### src/rtl/spi_stat_pkg.sv
package spi_stat_pkg;
  localparam int unsigned NUM_FLAGS = 4;

  typedef enum logic [1:0] {
    FL_XFER = 2'd0,
    FL_TX   = 2'd1,
    FL_RX   = 2'd2,
    FL_ERR  = 2'd3
  } flag_e;

  // status bit position of each flag index
  function automatic int unsigned flag_bit(input int unsigned idx);
    case (idx)
      0:       return 0;
      1:       return 1;
      2:       return 2;
      default: return 7;
    endcase
  endfunction
endpackage

### src/rtl/spi_stat_flag.sv
module spi_stat_flag (
  input  logic clk_i,
  input  logic rst_ni,
  input  logic set_i,
  input  logic clr_i,
  output logic q_o
);
  logic q_q;

  // set has priority so no event is dropped
  always_ff @(posedge clk_i or negedge rst_ni) begin
    if (!rst_ni)    q_q <= 1'b0;
    else if (set_i) q_q <= 1'b1;
    else if (clr_i) q_q <= 1'b0;
  end

  assign q_o = q_q;
endmodule

### src/rtl/spi_stat_wdec.sv
module spi_stat_wdec #(
  parameter int unsigned ADDR_W   = 4,
  parameter int unsigned CLR_ADDR = 1
) (
  input  logic              wr_i,
  input  logic [ADDR_W-1:0] waddr_i,
  input  logic [1:0]        wbits_i,
  output logic              clr_tx_o,
  output logic              clr_xfer_o
);
  logic hit;

  assign hit        = wr_i && (waddr_i == ADDR_W'(CLR_ADDR));
  assign clr_tx_o   = hit && wbits_i[1];
  assign clr_xfer_o = hit && wbits_i[0];
endmodule

### src/rtl/spi_stat_rmux.sv
module spi_stat_rmux
  import spi_stat_pkg::*;
#(
  parameter int unsigned ADDR_W    = 4,
  parameter int unsigned DATA_W    = 16,
  parameter int unsigned STAT_ADDR = 0
) (
  input  logic [NUM_FLAGS-1:0] flags_i,
  input  logic [ADDR_W-1:0]    raddr_i,
  output logic [DATA_W-1:0]    status_o,
  output logic [DATA_W-1:0]    rdata_o
);
  for (genvar b = 0; b < DATA_W; b++) begin : g_bit
    logic v;
    always_comb begin
      v = 1'b0;
      for (int unsigned f = 0; f < NUM_FLAGS; f++) begin
        if (flag_bit(f) == b) v = flags_i[f];
      end
    end
    assign status_o[b] = v;
  end

  assign rdata_o = (raddr_i == ADDR_W'(STAT_ADDR)) ? status_o : '0;
endmodule

### src/rtl/spi_stat_irq.sv
module spi_stat_irq
  import spi_stat_pkg::*;
(
  input  logic [NUM_FLAGS-1:0] flags_i,
  input  logic                 en_tx_i,
  input  logic                 en_rx_i,
  input  logic                 en_xfer_i,
  output logic                 irq_o
);
  logic [NUM_FLAGS-1:0] en;

  // fault flag is poll-only
  assign en[FL_XFER] = en_xfer_i;
  assign en[FL_TX]   = en_tx_i;
  assign en[FL_RX]   = en_rx_i;
  assign en[FL_ERR]  = 1'b0;

  assign irq_o = |(flags_i & en);
endmodule

### src/rtl/spi_irq_status.sv
module spi_irq_status
  import spi_stat_pkg::*;
#(
  parameter int unsigned ADDR_W    = 4,
  parameter int unsigned DATA_W    = 16,
  parameter int unsigned STAT_ADDR = 0,
  parameter int unsigned CLR_ADDR  = 1
) (
  input  logic              clk_i,
  input  logic              rst_ni,
  input  logic              evt_tx_byte_i,
  input  logic              evt_rx_byte_i,
  input  logic              evt_xfer_done_i,
  input  logic              evt_tx_underflow_i,
  input  logic              evt_rx_overflow_i,
  input  logic              rx_pop_i,
  input  logic              rx_empty_i,
  input  logic              fifo_init_i,
  input  logic              irq_en_tx_i,
  input  logic              irq_en_rx_i,
  input  logic              irq_en_xfer_i,
  input  logic [ADDR_W-1:0] reg_raddr_i,
  output logic [DATA_W-1:0] reg_rdata_o,
  input  logic              reg_wr_i,
  input  logic [ADDR_W-1:0] reg_waddr_i,
  input  logic [DATA_W-1:0] reg_wdata_i,
  output logic              irq_o
);
  logic [NUM_FLAGS-1:0] set_v, clr_v, flags;
  logic [DATA_W-1:0]    status_w;
  logic                 clr_tx, clr_xfer;
  logic                 unused_wdata;

  assign unused_wdata = ^reg_wdata_i[DATA_W-1:2];

  spi_stat_wdec #(.ADDR_W(ADDR_W), .CLR_ADDR(CLR_ADDR)) u_wdec (
    .wr_i      (reg_wr_i),
    .waddr_i   (reg_waddr_i),
    .wbits_i   (reg_wdata_i[1:0]),
    .clr_tx_o  (clr_tx),
    .clr_xfer_o(clr_xfer)
  );

  assign set_v[FL_XFER] = evt_xfer_done_i;
  assign set_v[FL_TX]   = evt_tx_byte_i;
  assign set_v[FL_RX]   = evt_rx_byte_i;
  assign set_v[FL_ERR]  = evt_tx_underflow_i | evt_rx_overflow_i;

  assign clr_v[FL_XFER] = clr_xfer;
  assign clr_v[FL_TX]   = clr_tx;
  assign clr_v[FL_RX]   = rx_pop_i & rx_empty_i;
  assign clr_v[FL_ERR]  = fifo_init_i;

  for (genvar g = 0; g < NUM_FLAGS; g++) begin : g_flag
    spi_stat_flag u_flag (
      .clk_i (clk_i),
      .rst_ni(rst_ni),
      .set_i (set_v[g]),
      .clr_i (clr_v[g]),
      .q_o   (flags[g])
    );
  end

  spi_stat_rmux #(.ADDR_W(ADDR_W), .DATA_W(DATA_W), .STAT_ADDR(STAT_ADDR)) u_rmux (
    .flags_i (flags),
    .raddr_i (reg_raddr_i),
    .status_o(status_w),
    .rdata_o (reg_rdata_o)
  );

  spi_stat_irq u_irq (
    .flags_i  (flags),
    .en_tx_i  (irq_en_tx_i),
    .en_rx_i  (irq_en_rx_i),
    .en_xfer_i(irq_en_xfer_i),
    .irq_o    (irq_o)
  );
endmodule

### config.mk
export PLATFORM = sky130hd
export DESIGN_NAME = spi_irq_status
export DESIGN_NICKNAME = d
export VERILOG_FILES = /design/src/rtl/spi_stat_pkg.sv /design/src/rtl/spi_stat_flag.sv /design/src/rtl/spi_stat_wdec.sv /design/src/rtl/spi_stat_rmux.sv /design/src/rtl/spi_stat_irq.sv /design/src/rtl/spi_irq_status.sv
export SDC_FILE = /design/constraint.sdc
export NUM_CORES = 1
export LEC_CHECK = 0
export ABC_CLOCK_PERIOD_IN_PS = 2250
export BUFFER_PORTS_ARGS = -buffer_cell sky130_fd_sc_hd__buf_2
export CELL_PAD_IN_SITES_DETAIL_PLACEMENT = 1
export CELL_PAD_IN_SITES_GLOBAL_PLACEMENT = 1
export CORE_MARGIN = 4
export CORE_UTILIZATION = 15
export DETAILED_ROUTE_END_ITERATION = 10
export GPL_TIMING_DRIVEN = 0
export PLACE_DENSITY_LB_ADDON = 0.1
export SYNTH_ARGS = -nofsm -noshare
export SYNTH_HDL_FRONTEND = slang
export SYNTH_SLANG_ARGS = --single-unit
### constraint.sdc
create_clock -name clk_i -period 2.25 [get_ports clk_i]
set_clock_uncertainty 0.05 [all_clocks]
set_input_delay 0.5625 -clock clk_i [delete_from_list [all_inputs] [get_ports clk_i]]
set_output_delay 0.5625 -clock clk_i [all_outputs]
set_load 0.01 [all_outputs]
# Word level (Yosys, flattened, before mapping)
# Cells that the tools add are included.
[totals]
register_bits = 4
input_bits = 38
elab_cells = 26
[op_classes]
n_eq_ne = 1
n_mux = 9
bitwise_logic = 3
reduce_logical = 9
[ops]
columns = ["op", "n"]
rows = [
  ["1-bit 2-to-1 mux", 8],
  ["8-bit 2-to-1 mux", 1],
  ["2-bit nonzero test", 4],
  ["4-bit by 3-bit bitwise AND with 4-bit output", 1],
  ["4-bit by 1-bit == test with 1-bit output (second input constant)", 1],
  ["4-bit zero test", 1],
  ["4-bit OR reduction", 1],
  ["1-bit logical AND", 3],
  ["1-bit bitwise AND", 1],
  ["1-bit OR", 1],
]

# Logic depth before layout (Yosys ltp)
# Gate-level depths: netlist of run 1.
[depth]
depth_word = 5
mapped_depth = 2
depth_no_buf = 2

# By module
# A second synthesis of run 1 with hierarchy kept.
[unflattened]
hier_cells = 55
hier_area_um2 = 456.7
[modules_own_cells]
columns = ["mod", "n_inst", "cells_each", "area_each_um2", "seq_area_each_um2"]
rows = [
  ["spi_stat_rmux", 1, 34, 251.5, 0.0],
  ["spi_stat_flag", 4, 3, 36.3, 25.0],
  ["spi_stat_wdec", 1, 5, 33.8, 0.0],
  ["spi_stat_irq", 1, 2, 13.8, 0.0],
  ["spi_irq_status", 1, 2, 12.5, 0.0],
]

# Worst setup path after synthesis of run 1
# OpenSTA, ideal clock, no wires.
[synth_timing]
path_type = "in2out"
from = "input port reg_raddr_i[3]"
to = "output port reg_rdata_o[0]"
arrival_time_ps = 1069
t_required_ps = 1637
slack_ps = 568
stages = 2
n_path_buf = 0
cell_sequence = "nor4_2 > and2_1"
[synth_via]
elab_chain_cells = 2
[synth_lines]
columns = ["element", "line_no", "text"]
rows = [
  ["start, declared", "spi_irq_status.sv:22", "input logic [ADDR_W-1:0] reg_raddr_i,"],
  ["4-bit zero test", "spi_stat_rmux.sv:24", "assign rdata_o = (raddr_i == ADDR_W'(STAT_ADDR)) ? status_o : '0;"],
  ["8-bit 2-to-1 mux", "spi_stat_rmux.sv:24", ""],
  ["end, declared", "spi_irq_status.sv:23", "output logic [DATA_W-1:0] reg_rdata_o,"],
]
# No other way between the ends.

# Worst setup path in the final report of run 1
[layout_timing]
from = "input port reg_raddr_i[3]"
to = "output port reg_rdata_o[1]"
# Same word-level chain as after synthesis.

==> key figures, run 1 <==
Drt
  • Post-DRT Antenna Nets: 0
  • DRT Wirelength: 914 um
  • Wirelength per Cell: 8.705 um
  • Met3 wire length: 155 um
  • DRC errors left: 0
  • Drt initial violations: 1
  • Met2 routed WL: 485 um
  • DRT met1 WL: 273 um
  • Via-to-Cell Ratio: 3.457
  • First drt pass iteration count: 4
  • Max Used Layer: met3
  • Vias after detailed routing: around 360

Clocking
  • Cells resized by post-CTS repair: 0
  • Worst skew pair latency: roughly 0.23 ns
  • Reg clk slew, reported paths: 0.04 ns
  • TritonCTS Buffers: 3
  • Clk root buf: clkbuf_4
  • Post-CTS Setup Bufs: 0
  • CTS tree: built
  • Clock buffer depth: 2
  • Sink Count: 4
  • CTS Hold Bufs: 0
  • H-tree depth: 1

Power
  • Internal Power: 0.1687 mW
  • Comb pwr share: 26.4%
  • Leak: 0.3194 nW
  • Switching Share: between 20% and 30%
  • Power, Total: roughly 0.22 mW
  • Peak VDD IR: 0.0001678 V
  • Switching pwr: 0.05602 mW
  • Clk network pwr share: 39.6%
  • Sequential power share: 34.0%
  • P per Cell Area: about 410 nW/um^2

Global routing
  • Gr ovfl total: 0
  • Total GRT Usage: roughly 6.4%
  • Initial antenna violation count: 0
  • First-pass GRT wire length: 1276 um
  • Largest net degree at the start of global routing: 5
  • Via count of the first global-routing pass: roughly 330

Placement
  • RD Place Congestion: 0.6020
  • HPWL Detailed: 868.3 um
  • PortBufs: 28
  • Placed Area: 528.0 um^2

Worst setup path
  • Most common cell on crit path: buf_2
  • R2R depth: 2
  • CP max-delay cell: nor4_2
  • Crit. Startpoint: reg_raddr_i[3]
  • R2r endpoint: g_flag[0].u_flag.q_o
  • CP endpoint: reg_rdata_o[1]
  • Worst r2r src: g_flag[0].u_flag.q_o
  • Crit-path cells: buf_2 -> nor4_2 -> and2_1 -> buf_2
  • Setup crit end kind: primary output
  • CP max stage delay: approximately 0.36 ns
  • Top cell family by delay on the critical path: simple AND/OR/NAND/NOR gates
  • CP Depth: 4
  • Worst path bufs/invs: 2
  • Critical path launch point type: input port
  • R2r setup slk: 1.54 ns
  • Max FO, Critical Path: 4
  • Worst EP arrival: ~1.3 ns
  • Worst Path Required: ~1.6 ns
  • Worst setup path class: input port to primary output

Layout
  • Inserted Diodes: 0
  • Most common cell after layout, fill and taps aside: buf_2
  • Post-route cell area: 550.5 um^2
  • Area growth from synthesis to layout: 76.00%
  • Layout cells sized above 1: 56.41%
  • Fillcell total: about 270
  • Most frequent cells in the layout: buf_2, buf_4, conb_1
  • Nets: around 120
  • Max reg flops: 4

STA
  • Fin crit share: between 80% and 90%
  • Slew Viols, Final: 0
  • RSZ-0062 raised after global routing: no
  • Final Hold Viols: 0
  • Fmax: 0.5156 GHz
  • Final Hold Slack: 0.07565 ns
  • Min Tclk post-route: 1.940 ns
  • Final setup TNS: 0 ns
  • Final setup fails: 0

Die
  • Initial Utilization: 15.94%
  • Core area: 1962 um^2
  • Row count: 16
  • Die W: between 50 and 60 um
  • Die Ht: roughly 54 um
  • Io pins: 55
  • Die ar.: 2880 um^2

Synthesis
  • Synth top area share: roughly a third
  • Sequential fraction of the synthesis area: 32.00%
  • Cell area after synthesis: 312.8 um^2
  • Syn_area_per_cell: 8.689 um^2
  • Yosys warns: 0
  • Post-synthesis register bit count: 4
  • Synth area leaders: dfrtp_1, buf_4, and2_1
  • Biggest area consumer among synthesized cells: dfrtp_1
  • Mapped Cells: 36
  • Post-synthesis cell type count: 14

Flow run
  • Max-Cap Viols: 0

Outcome
  • Outcome: completed

Worst hold path
  • Hold WC Path Type: input port to async pin
-- per-stage QoR --
stage | setup slack, ns | instances | util [%]
2_1_floorplan | 0.5685 | 47 | -
3_3_place_gp | 0.2725 | 102 | 26.91
3_5_place_dp | 0.2780 | 102 | 26.91
4_1_cts | 0.2715 | 105 | 28.06
5_1_grt | 0.1585 | 105 | 28.06
6_report | 0.3104 | 105 | 28.06
-- power by group through the flow --
stage | logic, mW | clock network, mW | registers, mW
3_3_place_gp | 0.0584 | 0 | 0.0775
3_5_place_dp | 0.0589 | 0 | 0.0776
2_1_floorplan | 0.0334 | 0 | 0.0768
5_1_grt | 0.0664 | 0.100 | 0.0769
4_1_cts | 0.0589 | 0.0944 | 0.0766
6_report | 0.0593 | 0.0889 | 0.0765
-- synthesized netlist by cell type, drive strengths merged --
| cell | count |
|---|---|
| buf | 12 |
| and2 | 4 |
| dfrtp | 4 |
| nor2 | 3 |
| a21oi | 2 |
| inv | 2 |
| nor4b | 2 |
| a21o | 1 |
| a222oi | 1 |
| and3b | 1 |
| conb | 1 |
| nand2 | 1 |
| nor4 | 1 |
| o21ai | 1 |
-- how the worst min path moves through the flow --
stage | from | to | slack (ns)
4_1_cts | rst_ni | g_flag[2].u_flag.q_o | 0.07
2_1_floorplan | rst_ni | g_flag[0].u_flag.q_o | 0.22
5_1_grt | rst_ni | g_flag[3].u_flag.q_o | 0.07
3_5_place_dp | rst_ni | g_flag[0].u_flag.q_o | 0.32
6_report | rst_ni | g_flag[2].u_flag.q_o | 0.08
3_3_place_gp | rst_ni | g_flag[0].u_flag.q_o | 0.32
-- cells by family after synthesis --
group / share of synthesized area (%)
other cells: 1.199
flops: 32.00
buf+inv: 31.20
simple gates: 25.20
compound gates: 10.40
-- layer usage --
metal,vias up,GRT usage (%)
met5,-,0
met1,156,5.657
li1,183,-
met4,0,3.830
met2,24,10.89
met3,0,4.155
-- layout make-up --
cell class                      count  area, um^2  share of cell area (%)
Multi-Input combinational cell     29       156.4                   28.41
Timing Repair Buffer               28       140.1                   25.45
Buffer                             12       90.09                   16.36
Sequential cell                     4       100.1                   18.18
Tap cell                           27       33.78                   6.136
Inverter                            2       7.507                   1.364
Clock buffer                        3       22.52                   4.091
Note: power is estimated with default switching activity, not from simulation.
==> run 2: changes to the inputs <==
Settings changed: ABC_AREA set to 1.
==> run 2 against run 1 <==
Against the previous run: worst hold slack improved by 0.0034 ns; critical path depth rose by 1; global-route usage fell by 0.39 points; critical endpoint unchanged.
==> key figures, run 2 <==
Outcome
  • Outcome: completed

Synthesis
  • Biggest area consumer among synthesized cells: dfrtp_1
  • Cell area after synthesis: 322.8 um^2
  • Sequential fraction of the synthesis area: 31.01%
  • Mapped Cells: 47
  • Post-synthesis cell type count: 12
  • Async S/R FF share, synth: 100.0%
  • Primary FF master, synth: dfrtp_1
  • Post-synthesis register bit count: 4
  • Syn_area_per_cell: between 6 and 7 um^2
  • Synth area leaders: dfrtp_1, buf_4, nand2_1
  • Most frequent cells after synthesis: buf_4, nand2_1, inv_1, nor2_1, dfrtp_1
  • Top-count cell post-synth: buf_4
  • EDFF count, synth: 0
  • Yosys warns: 0
  • Synth top area share: a little under a third

Worst setup path
  • Worst Path Required: 1.64 ns
  • Worst setup path class: input port to primary output
  • Worst r2r src: g_flag[2].u_flag.q_o
  • Worst EP arrival: between 1 and 1.5 ns
  • Critical path launch point type: input port
  • Setup crit end kind: primary output
  • R2R depth: 3
  • R2r endpoint: g_flag[2].u_flag.q_o
  • R2r setup slk: 1.41 ns
  • Max FO, Critical Path: 4

Power
  • P per Cell Area: 398.7 nW/um^2
  • Peak VDD IR: 0.0003423 V
  • Power, Total: 0.2235 mW
  • Leak: 0.3820 nW

Flow run
  • Max-Cap Viols: 0

Die
  • Die Ht: 54.39 um
  • Initial Utilization: 16.13%
  • Row count: 16
  • Core area: approximately 2000 um^2
  • Io pins: 55
  • Die ar.: 2958 um^2
  • Die W: 54.39 um

Layout
  • Nets: ~130
  • Most frequent cells in the layout: buf_2, buf_4, conb_1
  • Layout cells sized above 1: roughly half
  • Inserted Diodes: 0
  • Area growth from synthesis to layout: 73.64%
  • Max reg flops: 4
  • Most common cell after layout, fill and taps aside: buf_2

Clocking
  • Cells resized by post-CTS repair: 0
  • TritonCTS Buffers: 3
  • Clk root buf: clkbuf_4
  • Worst skew pair latency: 0.23 ns
  • Reg clk slew, reported paths: 0.04 ns
  • Clock buffer depth: 2
  • CTS Hold Bufs: 0
  • Post-CTS Setup Bufs: 0
  • Sink Count: 4
  • H-tree depth: 1
  • CTS tree: built

Global routing
  • First-pass GRT wire length: 1262 um
  • Total GRT Usage: 6.042%
  • Via count of the first global-routing pass: approximately 340
  • Gr ovfl total: 0
  • Largest net degree at the start of global routing: 5
  • Initial antenna violation count: 0

STA
  • Fmax: 0.5815 GHz
  • Slew Viols, Final: 0
  • Min Tclk post-route: 1.720 ns
  • Final Hold Slack: 0.07907 ns
  • Fin crit share: between 70% and 80%
  • RSZ-0062 raised after global routing: no
  • Final Hold Viols: 0
  • Final setup fails: 0
  • Final setup TNS: 0 ns

Drt
  • First drt pass iteration count: 2
  • DRC errors left: 0
  • Drt initial violations: 1
  • Via-to-Cell Ratio: between 3 and 4
  • Post-DRT Antenna Nets: 0
  • DRT Wirelength: 924 um
  • Wirelength per Cell: 7.966 um
  • Vias after detailed routing: 383

Placement
  • PortBufs: 28
  • RD Place Congestion: 0.6439
  • HPWL Detailed: 871.2 um

Worst hold path
  • Hold WC Path Type: input port to async pin
[run 2: cell types whose count changed after synthesis, moves of 2 or more]
cell and change:
and2_1 -4, nand2_1 +7, inv_1 +5, nand4_1 +2, nor4b_1 -2, nor2_2 +2, nor2_1 +4
[run 2: layer usage]
layer | vias up | track usage (%) | routed length [um]
met3 | 0 | 4.360 | 144
met1 | 159 | 5.710 | 332
met4 | 0 | 0 | 0
li1 | 201 | - | -
met2 | 23 | 11.16 | 446
met5 | - | 0 | 0
[run 2: cell families (layout without fill, tap and decap cells)]
| logic type | count (synthesis) | after routing | synth area share, % |
|---|---|---|---|
| AND/OR/NAND/NOR | 21 | 21 | 28.68 |
| buffers and inverters | 19 | 50 | 36.05 |
| flip-flops | 4 | 4 | 31.01 |
| AO/OA/AOI/OAI | 2 | 2 | 3.098 |
| other | 1 | 12 | 1.162 |
[run 2: through the flow]
step           utilization [%]  std cells  cell area (um^2)  worst slack [ns]
3_3_place_gp             26.88        113             538.0            0.5136
6_report                 28.00        116             560.5            0.5304
3_5_place_dp             26.88        113             538.0            0.5126
4_1_cts                  28.00        116             560.5            0.5123
2_1_floorplan                -         58             364.1            0.7325
5_1_grt                  28.00        116             560.5            0.4229
[run 2: cell type report]
cell class | instances | area, um^2
Fill cell | 272 | 1441
Multi-Input combinational cell | 35 | 147.6
Timing Repair Buffer | 28 | 140.1
Sequential cell | 4 | 100.1
Buffer | 12 | 90.09
Tap cell | 27 | 33.78
Inverter | 7 | 26.28
Clock buffer | 3 | 22.52
[run 2: worst max path at each step]
| stage | from | endpoint | cells after the start |
|---|---|---|---|
| 3_5_place_dp | reg_raddr_i[3] | reg_rdata_o[7] | 5 |
| 3_3_place_gp | reg_raddr_i[1] | reg_rdata_o[0] | 5 |
| 2_1_floorplan | reg_raddr_i[1] | reg_rdata_o[0] | 3 |
| 6_report | reg_raddr_i[1] | reg_rdata_o[1] | 5 |
| 5_1_grt | reg_raddr_i[3] | reg_rdata_o[2] | 5 |
| 4_1_cts | reg_raddr_i[3] | reg_rdata_o[7] | 5 |
[run 2: worst max-delay path, stage by stage]
cell and delay [ns]:
buf_2 0.09, nor2_1 0.09, nand2_1 0.12, nor2_1 0.10, buf_2 0.14
[run 2: power breakdown]
group          total, mW  switching [mW]  internal [mW]
clock             0.0856          0.0261         0.0594
sequential        0.0759         0.00108         0.0748
combinational     0.0620          0.0280         0.0341
==> run 3: changes to the inputs <==
Settings changed: ABC_CLOCK_PERIOD_IN_PS 2250 to 1400, CORE_UTILIZATION 15 to 13.
Clock period 2.25 ns to 1.4 ns, I/O delays scaled along.
==> run 3 against run 2 <==
Against the previous run: design area grew 2.0%; non-clock buffer count is 1 higher; sequential power rose by 61%; register-to-register slack got worse by 0.87 ns; critical path depth shrank 2; global-route usage rose by 0.13 points; die area grew 13%; core utilization decreased by 3.1 points; power grew 63%.
==> key figures, run 3 (synthesized netlist as in run 2, its figures left out) <==
Layout
  • Most frequent cells in the layout: buf_2, buf_4, conb_1
  • Layout cells sized above 1: 50.00%
  • Fin cells: 118
  • Inserted Diodes: 0
  • Nets: 130
  • Fillcell total: 309
  • Area growth from synthesis to layout: 77.13%
  • Most common cell after layout, fill and taps aside: buf_2
  • Max reg flops: 4
  • Post-route cell area: 571.8 um^2

Drt
  • Post-DRT Antenna Nets: 0
  • Wirelength per Cell: 8.619 um
  • DRC errors left: 0
  • First drt pass iteration count: 2
  • Via-to-Cell Ratio: around 3.3
  • DRT Wirelength: around 1000 um
  • Vias after detailed routing: 387
  • Drt initial violations: 1

Worst setup path
  • Worst setup path class: flip-flop to primary output
  • Setup crit end kind: primary output
  • Critical path launch point type: flip-flop
  • Worst Path Required: 1.00 ns
  • Max FO, Critical Path: 3
  • Worst EP arrival: 0.90 ns

Clocking
  • H-tree depth: 1
  • Reg clk slew, reported paths: 0.04 ns
  • TritonCTS Buffers: 3
  • Clock buffer depth: 2
  • Clk root buf: clkbuf_4
  • Worst skew pair latency: 0.23 ns
  • CTS tree: built
  • Sink Count: 4

STA
  • Slew Viols, Final: 0
  • Final setup TNS: 0 ns
  • Fmax: 0.7698 GHz
  • Min Tclk post-route: 1.299 ns
  • Final Hold Viols: 0
  • Final setup fails: 0
  • Fin crit share: slightly above 90%
  • RSZ-0062 raised after global routing: no

Die
  • Io pins: 55
  • Row count: 17
  • Die ar.: between 3000 and 4000 um^2
  • Initial Utilization: about 14%
  • Core area: 2297 um^2
  • Die Ht: 57.83 um
  • Die W: 57.83 um

Placement
  • HPWL Detailed: 926.8 um
  • Placed Area: approximately 540 um^2
  • RD Place Congestion: roughly 0.66
  • Placed Instances: 114
  • PortBufs: 28

Outcome
  • Outcome: completed

Power
  • Peak VDD IR: 0.0002499 V
  • Leak: just under 0.4 nW
  • P per Cell Area: around 640 nW/um^2

Flow run
  • Max-Cap Viols: 0

Global routing
  • Initial antenna violation count: 0
  • Via count of the first global-routing pass: roughly 420
  • First-pass GRT wire length: 1580 um
  • Total GRT Usage: 6.167%
  • Largest net degree at the start of global routing: 5
  • Gr ovfl total: 0

Worst hold path
  • Hold WC Path Type: input port to flip-flop
## run 3: worst paths after layout
kind	startpoint	end	slack (ns)	depth (start not counted)
setup / recovery	g_flag[1].u_flag.q_o	irq_o	0.10	3
hold / removal	evt_xfer_done_i	g_flag[0].u_flag.q_o	0.26	3
setup reg to reg	g_flag[2].u_flag.q_o	g_flag[2].u_flag.q_o	0.54	3
hold reg to reg	g_flag[1].u_flag.q_o	g_flag[1].u_flag.q_o	0.45	2
max in group asynchronous	rst_ni	g_flag[1].u_flag.q_o	0.78	2
min in group asynchronous	rst_ni	g_flag[3].u_flag.q_o	0.40	2
## run 3: area by class of cell
| type | instances | area, um^2 | share of cell area, % |
|---|---|---|---|
| multi-input combinational | 35 | 147.6 | 25.82 |
| buffer | 12 | 90.09 | 15.75 |
| timing repair buffer | 29 | 150.1 | 26.26 |
| inverter | 7 | 26.28 | 4.595 |
| sequential | 4 | 100.1 | 17.51 |
| clock buffer | 3 | 22.52 | 3.939 |
| tap | 28 | 35.03 | 6.127 |
## run 3: worst max-delay path, stage by stage (launching register included)
cell and delay, ns:
dfrtp_1 0.39, nand2_1 0.08, nand3_1 0.07, buf_2 0.14
## run 3: routing by layer
layer | vias to the layer above | wire, um | global-route usage, % | share of wire [%]
li1 | 202 | - | - | -
met1 | 169 | 351 | 5.960 | 35
met2 | 16 | 566 | 10.97 | 56
met3 | 0 | 99 | 2.895 | 9.7
met4 | 0 | 0 | 2.980 | 0
met5 | - | 0 | 0 | 0
## run 3: through the flow
stage	total power, mW	utilization [%]	hold WS [ns]	setup slack, ns
global placement	0.2214	23.47	0.1140	0.08211
floorplan	0.1810	-	0.004409	0.3075
CTS	0.3728	24.89	0.2498	0.08175
finish	0.3650	24.89	0.2559	0.1010
detailed placement	0.2232	23.47	0.1103	0.09281
global route	0.3905	24.89	0.2646	0.001387
## run 3: where the power goes
| part | internal (mW) | switching, mW | total (mW) | leakage (nW) |
|---|---|---|---|---|
| Clock | 0.0957 | 0.0447 | 0.140 | 0.0138 |
| Combinational | 0.0566 | 0.0460 | 0.103 | 0.335 |
| Sequential | 0.120 | 0.00178 | 0.122 | 0.0373 |
| Total | 0.272 | 0.0925 | 0.365 | 0.386 |
## run 3: timing repair
item,CTS,global route
endpoints found under the setup margin,0,0
hold buffers,1,0
resized for setup,0,0
buffers inserted,0,0
endpoints found under the hold margin,4,0
